**src/rtl/pkt_page_pkg.sv**
```systemverilog
package pkt_page_pkg;

  localparam logic [7:0] NO_PAGE  = 8'h80;
  localparam logic [7:0] ACK_MASK = 8'hD6;

  localparam int ST_RCV     = 0;
  localparam int ST_TXDONE  = 1;
  localparam int ST_TXEMPTY = 2;
  localparam int ST_ALLOC   = 3;

  typedef enum logic [2:0] {
    OP_NOP       = 3'd0,
    OP_ALLOC     = 3'd1,
    OP_WIPE      = 3'd2,
    OP_RXPOP     = 3'd3,
    OP_RXRELPOP  = 3'd4,
    OP_RELEASE   = 3'd5,
    OP_TXPUSH    = 3'd6,
    OP_TXCLEAR   = 3'd7
  } op_e;

  typedef enum logic [2:0] {
    A_CMD      = 3'd0,
    A_PKTNUM   = 3'd1,
    A_ALLOCRES = 3'd2,
    A_DONEHEAD = 3'd3,
    A_RXHEAD   = 3'd4,
    A_USED     = 3'd5,
    A_STATUS   = 3'd6,
    A_MASK     = 3'd7
  } addr_e;

  typedef struct packed {
    logic cmdAlloc;
    logic cmdWipe;
    logic cmdRxPop;
    logic cmdRxRelPop;
    logic cmdRelease;
    logic cmdTxPush;
    logic cmdTxClear;
    logic wrPktNum;
    logic wrAck;
    logic wrMask;
    logic txStep;
    logic rxAlloc;
  } strobe_t;

endpackage

```
**src/rtl/pkt_page_fifo.sv**
```systemverilog
module pkt_page_fifo #(
  parameter int DEPTH = 4,
  parameter int W     = 2,
  parameter int CW    = $clog2(DEPTH + 1)
) (
  input  logic          clk,
  input  logic          rstN,
  input  logic          clr,
  input  logic          push,
  input  logic [W-1:0]  pushData,
  input  logic          pop,
  output logic [W-1:0]  head,
  output logic [CW-1:0] count,
  output logic          empty
);
  localparam int PTRW = (DEPTH > 1) ? $clog2(DEPTH) : 1;

  logic [W-1:0]    mem [DEPTH];
  logic [PTRW-1:0] rdPtr, wrPtr;
  logic [CW-1:0]   cnt;
  logic            doPop, doPush;

  function automatic logic [PTRW-1:0] bump(input logic [PTRW-1:0] p);
    bump = (p == PTRW'(DEPTH - 1)) ? '0 : p + 1'b1;
  endfunction

  assign doPop  = pop && (cnt != '0);
  assign doPush = push && ((cnt != CW'(DEPTH)) || doPop);

  always_ff @(posedge clk) begin
    if (doPush && !clr) mem[wrPtr] <= pushData;
  end

  always_ff @(posedge clk) begin
    if (!rstN || clr) begin
      rdPtr <= '0;
      wrPtr <= '0;
      cnt   <= '0;
    end else begin
      if (doPush) wrPtr <= bump(wrPtr);
      if (doPop)  rdPtr <= bump(rdPtr);
      cnt <= cnt + CW'(doPush) - CW'(doPop);
    end
  end

  assign head  = mem[rdPtr];
  assign count = cnt;
  assign empty = (cnt == '0);

  AST_FULL_PUSH_DROPPED: assert property (@(posedge clk) disable iff (!rstN)
    push && !pop && !clr && (cnt == CW'(DEPTH)) |=> (cnt == CW'(DEPTH)));

  AST_EMPTY_POP_HARMLESS: assert property (@(posedge clk) disable iff (!rstN)
    pop && !push && !clr && (cnt == '0) |=> (cnt == '0));

endmodule

```
**src/rtl/pkt_page_ctrl.sv**
```systemverilog
module pkt_page_ctrl
  import pkt_page_pkg::*;
(
  input  logic       clk,
  input  logic       rstN,
  input  logic       hostWrEn,
  input  logic [2:0] hostAddr,
  input  logic [2:0] opField,
  input  logic       txGo,
  input  logic       rxReq,
  input  logic       txLast,
  output strobe_t    stb,
  output logic       rxDone
);
  logic txPend;
  logic txSlot, rxSlot;
  op_e  op;

  assign op     = op_e'(opField);
  assign txSlot = !hostWrEn && txPend;
  assign rxSlot = !hostWrEn && !txPend && rxReq;
  assign rxDone = rxSlot;

  always_ff @(posedge clk) begin
    if (!rstN) txPend <= 1'b0;
    else       txPend <= txGo || (txPend && !(txSlot && txLast));
  end

  always_comb begin
    stb         = '0;
    stb.txStep  = txSlot;
    stb.rxAlloc = rxSlot;
    if (hostWrEn) begin
      case (hostAddr)
        A_CMD: begin
          unique case (op)
            OP_NOP:      ;
            OP_ALLOC:    stb.cmdAlloc    = 1'b1;
            OP_WIPE:     stb.cmdWipe     = 1'b1;
            OP_RXPOP:    stb.cmdRxPop    = 1'b1;
            OP_RXRELPOP: stb.cmdRxRelPop = 1'b1;
            OP_RELEASE:  stb.cmdRelease  = 1'b1;
            OP_TXPUSH:   stb.cmdTxPush   = 1'b1;
            OP_TXCLEAR:  stb.cmdTxClear  = 1'b1;
          endcase
        end
        A_PKTNUM: stb.wrPktNum = 1'b1;
        A_STATUS: stb.wrAck    = 1'b1;
        A_MASK:   stb.wrMask   = 1'b1;
        default:  ;
      endcase
    end
  end

  AST_HOST_BEFORE_RX: assert property (@(posedge clk) disable iff (!rstN)
    hostWrEn |-> !rxDone);

  AST_LAUNCH_KEPT: assert property (@(posedge clk) disable iff (!rstN)
    txGo |=> txPend);

endmodule

```
**src/rtl/pkt_page_dp.sv**
```systemverilog
module pkt_page_dp
  import pkt_page_pkg::*;
#(
  parameter int NP = 4,
  parameter int PW = 2
) (
  input  logic          clk,
  input  logic          rstN,
  input  strobe_t       stb,
  input  logic [7:0]    wrData,
  input  logic [2:0]    rdAddr,
  input  logic          autoRelease,
  output logic [7:0]    rdData,
  output logic          irq,
  output logic          rxOk,
  output logic [PW-1:0] rxPage,
  output logic          txLast
);
  localparam int CW = $clog2(NP + 1);

  logic [NP-1:0] allocMask, maskRel, maskN;
  logic [7:0]    allocRes, resN;
  logic [7:0]    intStat, effStat, statN, intMask;
  logic [PW-1:0] pktNum;

  logic [PW-1:0] txHead, rxHead, dnHead;
  logic [CW-1:0] txCount, rxCount, dnCount;
  logic          txEmpty, rxEmpty, dnEmpty;
  logic          txPush, txPop, txClr, rxPush, rxPop, rxClr, dnPush, dnPop, dnClr;

  logic          relValid;
  logic [PW-1:0] relPage, lfNow, lfRel;

  function automatic logic [PW-1:0] lowFree(input logic [NP-1:0] m);
    lowFree = '0;
    for (int i = NP - 1; i >= 0; i--) if (!m[i]) lowFree = PW'(i);
  endfunction

  function automatic logic [7:0] usedCount(input logic [NP-1:0] m);
    usedCount = '0;
    for (int i = 0; i < NP; i++) usedCount = usedCount + 8'(m[i]);
  endfunction

  pkt_page_fifo #(.DEPTH(NP), .W(PW), .CW(CW)) u_txQ (
    .clk(clk), .rstN(rstN), .clr(txClr), .push(txPush), .pushData(pktNum),
    .pop(txPop), .head(txHead), .count(txCount), .empty(txEmpty));

  pkt_page_fifo #(.DEPTH(NP), .W(PW), .CW(CW)) u_rxQ (
    .clk(clk), .rstN(rstN), .clr(rxClr), .push(rxPush), .pushData(lfNow),
    .pop(rxPop), .head(rxHead), .count(rxCount), .empty(rxEmpty));

  pkt_page_fifo #(.DEPTH(NP), .W(PW), .CW(CW)) u_doneQ (
    .clk(clk), .rstN(rstN), .clr(dnClr), .push(dnPush), .pushData(txHead),
    .pop(dnPop), .head(dnHead), .count(dnCount), .empty(dnEmpty));

  // status seen by the host: stored bits plus the queue-driven flags
  always_comb begin
    effStat = intStat;
    if (txEmpty)  effStat[ST_TXEMPTY] = 1'b1;
    if (!dnEmpty) effStat[ST_TXDONE]  = 1'b1;
  end

  assign irq    = |(effStat & intMask);
  assign txLast = (txCount <= CW'(1));
  assign lfNow  = lowFree(allocMask);
  assign rxPage = lfNow;

  // which page, if any, is freed by this cycle's operation
  always_comb begin
    relValid = 1'b0;
    relPage  = '0;
    if (stb.cmdRxRelPop && !rxEmpty) begin relValid = 1'b1; relPage = rxHead; end
    if (stb.cmdRelease)              begin relValid = 1'b1; relPage = pktNum; end
    if (stb.txStep && autoRelease && !txEmpty) begin relValid = 1'b1; relPage = txHead; end
    maskRel = relValid ? (allocMask & ~(NP'(1) << relPage)) : allocMask;
    lfRel   = lowFree(maskRel);
  end

  always_comb begin
    maskN  = maskRel;
    resN   = allocRes;
    statN  = effStat;
    rxOk   = 1'b0;
    txPush = 1'b0; txPop = 1'b0; txClr = 1'b0;
    rxPush = 1'b0; rxPop = 1'b0; rxClr = 1'b0;
    dnPush = 1'b0; dnPop = 1'b0; dnClr = 1'b0;

    if (stb.cmdAlloc) begin
      resN            = NO_PAGE;
      statN[ST_ALLOC] = 1'b0;
      if (!(&allocMask)) begin
        maskN[lfNow]    = 1'b1;
        resN            = 8'(lfNow);
        statN[ST_ALLOC] = 1'b1;
      end
    end
    if (relValid && (allocRes == NO_PAGE) && !(&maskRel)) begin
      maskN[lfRel]    = 1'b1;
      resN            = 8'(lfRel);
      statN[ST_ALLOC] = 1'b1;
    end
    if (stb.rxAlloc && !(&allocMask)) begin
      rxOk          = 1'b1;
      maskN[lfNow]  = 1'b1;
      rxPush        = 1'b1;
      statN[ST_RCV] = 1'b1;
    end
    if (stb.cmdRxPop || stb.cmdRxRelPop) begin
      rxPop         = 1'b1;
      statN[ST_RCV] = (rxCount > CW'(1));
    end
    if (stb.cmdWipe) begin
      maskN = '0;
      resN  = '0;
      txClr = 1'b1; rxClr = 1'b1; dnClr = 1'b1;
    end
    if (stb.cmdTxClear) begin
      txClr = 1'b1; dnClr = 1'b1;
    end
    if (stb.cmdTxPush) txPush = 1'b1;
    if (stb.txStep && !txEmpty) begin
      txPop  = 1'b1;
      dnPush = !autoRelease;
    end
    if (stb.wrAck) begin
      statN = effStat & ~(wrData & ACK_MASK);
      dnPop = wrData[ST_TXDONE];
    end
  end

  always_ff @(posedge clk) begin
    if (!rstN) begin
      allocMask <= '0;
      allocRes  <= '0;
      intStat   <= 8'h04;
      intMask   <= '0;
      pktNum    <= '0;
    end else begin
      allocMask <= maskN;
      allocRes  <= resN;
      intStat   <= statN;
      if (stb.wrMask)   intMask <= wrData;
      if (stb.wrPktNum) pktNum  <= wrData[PW-1:0];
    end
  end

  always_comb begin
    case (addr_e'(rdAddr))
      A_PKTNUM:   rdData = 8'(pktNum);
      A_ALLOCRES: rdData = allocRes;
      A_DONEHEAD: rdData = dnEmpty ? NO_PAGE : 8'(dnHead);
      A_RXHEAD:   rdData = rxEmpty ? NO_PAGE : 8'(rxHead);
      A_USED:     rdData = usedCount(allocMask);
      A_STATUS:   rdData = effStat;
      A_MASK:     rdData = intMask;
      default:    rdData = 8'h00;
    endcase
  end

  AST_ALLOC_TAKES: assert property (@(posedge clk) disable iff (!rstN)
    stb.cmdAlloc && !(&allocMask) |=> (allocRes != NO_PAGE) && allocMask[allocRes[PW-1:0]]);

  AST_ALLOC_NONE: assert property (@(posedge clk) disable iff (!rstN)
    stb.cmdAlloc && (&allocMask) |=> (allocRes == NO_PAGE) && !intStat[ST_ALLOC]);

  AST_PENDING_RETRY: assert property (@(posedge clk) disable iff (!rstN)
    relValid && (allocRes == NO_PAGE) |=> (allocRes != NO_PAGE) && intStat[ST_ALLOC]);

  AST_RX_REJECT_QUIET: assert property (@(posedge clk) disable iff (!rstN)
    stb.rxAlloc && (&allocMask) |=> (allocMask == $past(allocMask)));

  AST_RX_LAST_POP: assert property (@(posedge clk) disable iff (!rstN)
    (stb.cmdRxPop || stb.cmdRxRelPop) && (rxCount <= CW'(1)) |=> !intStat[ST_RCV]);

  AST_ACK_SPARES: assert property (@(posedge clk) disable iff (!rstN)
    stb.wrAck |=> (intStat[ST_RCV] == $past(intStat[ST_RCV]))
               && (intStat[ST_ALLOC] == $past(intStat[ST_ALLOC])));

  AST_ACK_LAST_DONE: assert property (@(posedge clk) disable iff (!rstN)
    stb.wrAck && wrData[ST_TXDONE] && (dnCount == CW'(1)) |=> !effStat[ST_TXDONE]);

endmodule

```
**src/rtl/pkt_page_mgr.sv**
```systemverilog
module pkt_page_mgr
  import pkt_page_pkg::*;
#(
  parameter int NUM_PAGES = 4,
  parameter int PAGE_W    = (NUM_PAGES > 1) ? $clog2(NUM_PAGES) : 1
) (
  input  logic              clk,
  input  logic              rstN,
  input  logic              hostWrEn,
  input  logic [2:0]        hostAddr,
  input  logic [7:0]        hostWrData,
  output logic [7:0]        hostRdData,
  input  logic              autoRelease,
  input  logic              txGo,
  input  logic              rxReq,
  output logic              rxDone,
  output logic              rxOk,
  output logic [PAGE_W-1:0] rxPage,
  output logic              irq
);
  strobe_t stb;
  logic    txLast;
  logic    dpRxOk;

  pkt_page_ctrl u_ctrl (
    .clk(clk), .rstN(rstN), .hostWrEn(hostWrEn), .hostAddr(hostAddr),
    .opField(hostWrData[7:5]), .txGo(txGo), .rxReq(rxReq), .txLast(txLast),
    .stb(stb), .rxDone(rxDone));

  pkt_page_dp #(.NP(NUM_PAGES), .PW(PAGE_W)) u_dp (
    .clk(clk), .rstN(rstN), .stb(stb), .wrData(hostWrData), .rdAddr(hostAddr),
    .autoRelease(autoRelease), .rdData(hostRdData), .irq(irq), .rxOk(dpRxOk),
    .rxPage(rxPage), .txLast(txLast));

  assign rxOk = rxDone && dpRxOk;

endmodule

```
**config.mk**
```make
export PLATFORM = sky130hd
export DESIGN_NAME = pkt_page_mgr
export DESIGN_NICKNAME = d
export VERILOG_FILES = /design/src/rtl/pkt_page_pkg.sv /design/src/rtl/pkt_page_fifo.sv /design/src/rtl/pkt_page_ctrl.sv /design/src/rtl/pkt_page_dp.sv /design/src/rtl/pkt_page_mgr.sv
export SDC_FILE = /design/constraint.sdc
export NUM_CORES = 1
export LEC_CHECK = 0
export BUFFER_PORTS_ARGS = -buffer_cell sky130_fd_sc_hd__buf_4
export CAP_MARGIN = 20
export CORE_ASPECT_RATIO = 1.1
export CORE_UTILIZATION = 50
export DETAILED_ROUTE_END_ITERATION = 16
export PLACE_DENSITY = 0.64
export SYNTH_ARGS = -nofsm -noshare
export SYNTH_HDL_FRONTEND = slang
export SYNTH_HIERARCHICAL = 1
export SYNTH_SLANG_ARGS = --single-unit
```
**constraint.sdc**
```tcl
create_clock -name clk -period 4 [get_ports clk]
set_input_delay 0.4 -clock clk [delete_from_list [all_inputs] [get_ports clk]]
set_output_delay 0.4 -clock clk [all_outputs]
set_load 0.03 [all_outputs]
```
==> results of run 1 <==
==> critical path: stages <==
cell and delay [ns]:
buf_4 0.18, or4b_1 0.67, nor4b_1 0.53, nor2_1 0.12, inv_1 0.13, or4b_4 0.15, nand3_1 0.07, o21ai_0 0.10
ha_1 0.17, inv_1 0.05, fa_1 0.37, xor2_1 0.18, and2_2 0.20, nor3_1 0.12
==> flip-flops by register name (all words and copies together) (netlist names), 3 cells and up, named ones only <==
| register | flops |
|---|---|
| u_dp/u_txQ/count | 3 |
| u_dp/u_txQ/mem | 8 |
| u_dp/intStat | 7 |
| u_dp/allocRes | 3 |
| u_dp/u_rxQ/mem | 8 |
| u_dp/u_doneQ/count | 3 |
| u_dp/allocMask | 4 |
| u_dp/u_doneQ/mem | 8 |
| u_dp/u_rxQ/count | 3 |
| u_dp/intMask | 8 |
==> kinds of logic after synthesis <==
group           after synthesis  synth area share, %
simple gates                173                24.73
flops                        76                42.26
compound gates               60                10.98
buf+inv                      32                3.271
mux                          31                9.604
fa+ha+maj                    26                8.523
xor+xnor                      3               0.6304
==> worst min path at each step <==
| stage | end | slack (ns) | cells past startpoint |
|---|---|---|---|
| finish | u_dp/intStat[4]$_SDFFE_PN0P_ | 0.24 | 2 |
| global route | u_dp/intStat[4]$_SDFFE_PN0P_ | 0.22 | 2 |
| CTS | u_dp/intStat[4]$_SDFFE_PN0P_ | 0.21 | 2 |
| detailed placement | u_dp/intStat[7]$_SDFFE_PN0P_ | 0.44 | 2 |
| global placement | u_dp/intStat[4]$_SDFFE_PN0P_ | 0.44 | 2 |
| floorplan | u_dp/intStat[6]$_SDFFE_PN0P_ | 0.42 | 2 |
==> layout make-up <==
class	instances	area, um2
clock buffer	12	135.1
clock inverter	4	51.30
fill	724	3324
inverter	19	71.32
multi-input combinational	293	2271
sequential	76	1762
tap	108	135.1
timing repair buffer	33	247.7
==> metal layers <==
metal	vias up	part of all wire, %	track usage [%]
li1	1525	-	-
met1	1492	45	30.21
met2	88	47	35.33
met3	8	5.8	5.748
met4	0	1.3	6.960
met5	-	0	0
==> cell usage after synthesis, drive strengths merged, types with 3 or more instances <==
| master | instances |
|---|---|
| mux4 | 7 |
| nand3 | 14 |
| inv | 19 |
| o311ai | 3 |
| a22oi | 3 |
| nand2 | 33 |
| buf | 5 |
| a31oi | 3 |
| o21ai | 13 |
| ha | 22 |
| a21oi | 12 |
| nor3b | 17 |
| dfxtp | 52 |
| nand2b | 5 |
| o31ai | 5 |
| nor3 | 10 |
| or2 | 3 |
| nor4b | 5 |
| nand3b | 6 |
| nor2b | 19 |
| clkbuf | 8 |
| or3 | 7 |
| and2b | 3 |
| fa | 4 |
| or4b | 3 |
| xor2 | 3 |
| and2 | 10 |
| edfxtp | 24 |
| nor2 | 26 |
| mux2i | 22 |
==> power by group through the flow <==
stage / logic, mW / registers [mW] / clock network [mW]
3_3_place_gp: 0.116 / 0.833 / 0
3_5_place_dp: 0.118 / 0.833 / 0
5_1_grt: 0.130 / 0.817 / 0.624
2_1_floorplan: 0.0781 / 0.827 / 0
6_report: 0.118 / 0.815 / 0.567
4_1_cts: 0.119 / 0.815 / 0.586
==> per-stage QoR <==
stage	power, mW	std cells	hold slack [ns]	setup WS, ns	util [%]
floorplan	0.9051	401	0.4237	0.9189	-
global placement	0.9493	529	0.4380	0.6026	56.10
detailed placement	0.9506	529	0.4420	0.4401	56.10
CTS	1.519	545	0.2128	0.8190	58.43
global route	1.572	545	0.2164	0.5914	58.43
finish	1.500	545	0.2359	0.8346	58.43
==> flow_summary.json, run 1 <==
{
  "clock-sinks": 76,
  "ys_seq_area_share_pct": 42.26,
  "clk_path_buf_depth": 2,
  "coreArea_um2": 7998,
  "diodes": 0,
  "reg2reg_to": "u_dp/u_doneQ/count[2]$_SDFF_PP0_",
  "ys_ff_latch": 76,
  "final_common_cell": "dfxtp_1",
  "rr_startpoint": "u_dp/u_txQ/count[1]$_SDFF_PP0_",
  "fp.dieArea_um2": 8708,
  "die_x_um": 89.07,
  "grt_pass1_vias": 3062,
  "grt_pass1_wl_um": 14720,
  "cts_buffers": 9,
  "setup_viol": 0,
  "yosysWarningCount": 6,
  "synth_area_leaders": "dfxtp_1 (25%), edfxtp_1 (17%), ha_1 (6.6%)",
  "max-vdd-ir-drop_mv": 0.1696,
  "fin_crit_ns": 3.165,
  "cp.arrival_ns": 3.44,
  "grt_remaining_overflow": 0,
  "start_util_pct": 52.13,
  "grt_antenna_before_repair": 0,
  "clkPwrFrac_pct": 37.8,
  "combPwrFrac_pct": 7.9,
  "p_seq_share_pct": 54.4,
  "p_int_mw": 1.141,
  "cts-root-buf": "clkbuf_8",
  "slew-limit-headroom_pct": 38.18,
  "grt.total_usage_pct": 22.41,
  "power.leakage_nw": 1.784,
  "tns_ns": 0,
  "postRouteAntennaNets": 0,
  "p_sw_mw": 0.3585,
  "synth_edf_count": 24,
  "synth_top_area_cell": "dfxtp_1",
  "hp-start": "hostWrData[4]",
  "drcViolationCount": 0,
  "cp.required_ns": 4.27,
  "yosysUniqueCellTypes": 68,
  "cp_max_fo": 19,
  "synth_async_sr_flop_share_pct": 0,
  "cap_violations": 0,
  "crit_end": "u_dp/u_rxQ/count[2]$_SDFF_PP0_",
  "r2r_slack_ns": 0.93,
  "pin_count": 30,
  "wl_per_cell_um": 16.27,
  "dp_hpwl_um": 6449,
  "swShare_pct": 23.90,
  "fin_area_um2": 4673,
  "ctsResizeCount": 0,
  "yosysTopAreaCellShare_pct": 24.97,
  "cts_setup_buffers": 0,
  "criticalPathCategory": "input pin to flip-flop",
  "rr_worst_depth": 12,
  "clkTransAtPathRegs_ns": 0.08,
  "syn_nets": 444,
  "grt_max_degree": 27,
  "synth.cell_area_um2": 4169,
  "avgSynthCellArea_um2": 10.40,
  "worst_setup_path_end_kind": "flip-flop",
  "row_count": 34,
  "critical_path.startpoint_type": "input pin",
  "slew_violations": 0,
  "cts_hold_buffers": 0,
  "status": "completed",
  "cts_tree": "yes",
  "layout-drive-gt1-share_pct": 16.93,
  "via_per_inst": 5.712,
  "pwr_density_cell_nw_per_um2": 321.0,
  "synth_flop_cell": "dfxtp_1",
  "numPortBuffers": 29,
  "dr.first_iter.drc_count": 249,
  "nNetsFinal": 475,
  "routed-via-count": 3113,
  "startpoint": "hostAddr[0]",
  "clk_latency_ns": 0.35,
  "fin_crit_sh_pct": 79.14,
  "dpl_cell_area_um2": 4487,
  "finalHoldViolCount": 0,
  "routed_wl_um": 8866,
  "area_growth_pct": 12.09,
  "cts_max_level": 3,
  "gp_congestion": 0.8956,
  "worst_slew_pin_slew_ns": 0.9239,
  "layout_common_cells": "dfxtp_1 (52), buf_4 (33), nand2_1 (31)",
  "fmax_mhz": 315.9,
  "dieHeight_um": 97.77,
  "hold_class": "input pin to flip-flop",
  "synthCells": 401,
  "drt_first_pass_iters": 4,
  "rsz0062_at_grt": "false",
  "fin_skew_ns": 0.01114
}
(Power assumes the default switching activity.)
==> run 2, diff against run 1 <==
PLACE_DENSITY = 0.67   (was 0.64)
clock period = 2.6 ns   (was 4 ns; I/O delays follow)
==> flow_summary.json, run 2 (synthesis results as in run 1) <==
{
  "status": "finished, violations left",
  "failed_checks": "negative setup slack",
  "power.leakage_nw": 1.974,
  "dp_hpwl_um": 6663,
  "worst_slew_pin_slew_ns": 0.5756,
  "grt_pass1_vias": 3157,
  "layout_common_cells": "buf_4 (67), dfxtp_1 (47), nand2_1 (31)",
  "area_growth_pct": 20.53,
  "clock-sinks": 76,
  "fill_cells": 679,
  "swShare_pct": 23.03,
  "clkPwrFrac_pct": 39.5,
  "criticalPathCategory": "flip-flop to primary output",
  "routed-via-count": 3219,
  "start_util_pct": 52.13,
  "fmax_mhz": 382.5,
  "critical_path.startpoint_type": "flip-flop",
  "diodes": 0,
  "slew-limit-headroom_pct": 61.08,
  "final_common_cell": "buf_4",
  "grt_pass1_wl_um": 14720,
  "pwr_density_cell_nw_per_um2": 482.0,
  "gp_congestion": 0.8888,
  "path_buf_inv": 1,
  "combPwrFrac_pct": 9.0,
  "cts-root-buf": "clkbuf_8",
  "cts_tree": "yes",
  "setup_viol": 1,
  "die_x_um": 89.07,
  "drcViolationCount": 0,
  "critPathTopFamily": "adder cells",
  "hold_class": "input pin to flip-flop",
  "drt_first_pass_iters": 4,
  "worstPathCellList": "fa_1 -> ha_2 -> ha_4 -> mux4_2 -> nand2_1 -> o21ai_1 -> buf_4",
  "wl_per_cell_um": 15.84,
  "postLayoutSetupSlackWorst_ns": -0.01454,
  "worst_setup_path_end_kind": "primary output",
  "fin_skew_ns": 0.008378,
  "cts_buffers": 9,
  "pin_count": 30,
  "finalHoldViolCount": 0,
  "tns_ns": -0.01454,
  "nNetsFinal": 509,
  "post-place-ws_ns": -0.3085,
  "routed_wl_um": 9172,
  "numPortBuffers": 29,
  "grt.total_usage_pct": 22.16,
  "cp_max_fo": 2,
  "grt_antenna_before_repair": 0,
  "via_per_inst": 5.560,
  "grt_max_degree": 27,
  "clkTransAtPathRegs_ns": 0.08,
  "p_sw_mw": 0.5578,
  "coreArea_um2": 7998,
  "cp.required_ns": 2.34,
  "postRouteAntennaNets": 0,
  "dieHeight_um": 97.77,
  "dr.first_iter.drc_count": 139,
  "slew_violations": 0,
  "cp.arrival_ns": 2.35,
  "crit_path_max_incr_delay_ns": 0.54,
  "rsz0062_at_grt": "true",
  "row_count": 34,
  "max-vdd-ir-drop_mv": 0.2758,
  "cts_max_level": 3,
  "grt_remaining_overflow": 0,
  "layout-drive-gt1-share_pct": 26.33,
  "fin_crit_sh_pct": 100.6,
  "crit_path_top_delay_cell": "fa_1",
  "p_seq_share_pct": 51.6,
  "fin_crit_ns": 2.615,
  "clk_path_buf_depth": 2,
  "p_int_mw": 1.864,
  "fp.dieArea_um2": 8708,
  "cap_violations": 0,
  "cts_hold_buffers": 0,
  "clk_latency_ns": 0.34
}
-- run 2: cell count changes in the layout (fill, tap and decap cells not counted), moves of 3 or more --
cell     previous run  this run
dfxtp_1            52        47
ha_1               22        19
dfxtp_2             0         3
nor3_1             10         7
nor3_2              0         3
buf_4              33        67
-- run 2: layout make-up --
type                            count  area [um2]  share of cell area, %
Sequential cell                    76        1773                  35.28
Tap cell                          108       135.1                  2.689
Timing Repair Buffer               67       503.0                  10.01
Multi-Input combinational cell    293        2335                  46.46
Clock inverter                      6       80.08                  1.594
Inverter                           19       71.32                  1.419
Clock buffer                       10       127.6                  2.540
-- run 2: power groups by stage --
stage / combinational, mW / clock [mW] / sequential, mW
6_report: 0.217 / 0.956 / 1.25
5_1_grt: 0.236 / 1.02 / 1.25
4_1_cts: 0.211 / 0.973 / 1.25
3_5_place_dp: 0.206 / 0 / 1.28
3_3_place_gp: 0.203 / 0 / 1.28
2_1_floorplan: 0.121 / 0 / 1.27
-- run 2: what timing repair did --
| item | in CTS | in global routing |
|---|---|---|
| resized for setup | 8 | 10 |
| endpoints found under the setup margin | 2 | 5 |
| hold endpoints to repair | 0 | 0 |
| buffers inserted | 2 | 2 |
| pin swaps | 3 | 6 |
| gates cloned | 0 | 0 |
-- run 2: through the flow --
step | cells | power, mW | cell area, um2 | utilization [%] | hold slack [ns]
final | 579 | 2.422 | 5025 | 62.83 | 0.09854
after global routing | 579 | 2.511 | 5025 | 62.83 | 0.08697
after CTS | 577 | 2.433 | 4979 | 62.25 | 0.08420
after detailed placement | 559 | 1.485 | 4732 | 59.17 | 0.4405
after global placement | 559 | 1.481 | 4732 | 59.17 | 0.4382
after floorplan | 401 | 1.394 | 4189 | - | 0.3511
-- run 2: worst paths after layout --
path                                       start                        endpoint  slack [ns]  depth (start not counted)
hold reg to reg     u_dp/intStat[6]$_SDFFE_PN0P_    u_dp/intStat[6]$_SDFFE_PN0P_        0.46                          2
setup / recovery    u_dp/allocMask[0]$_SDFF_PP0_                   hostRdData[1]       -0.01                          7
setup reg to reg  u_dp/u_txQ/count[1]$_SDFF_PP0_  u_dp/u_txQ/count[2]$_SDFF_PP0_        0.09                         12
hold / removal                     hostWrData[4]    u_dp/intStat[4]$_SDFFE_PN0P_         0.1                          2
-- run 2: layer usage --
metal | GRT usage (%) | vias to the layer above | wire length [um]
met5 | 0 | - | 0
met2 | 36.39 | 65 | 4401
met1 | 28.84 | 1552 | 4284
met4 | 8.669 | 0 | 154
li1 | - | 1590 | -
met3 | 3.973 | 12 | 332
-- run 2: worst register-to-register path, cell delays in order, from the launching register on --
cell     delay (ns)
dfxtp_1        0.34
nor3_2         0.20
and2b_1        0.21
buf_4          0.14
or4b_4         0.51
nand3_1        0.10
o21ai_0        0.09
ha_1           0.20
inv_1          0.06
fa_1           0.18
xor2_1         0.17
and2_2         0.17
nor3_2         0.03
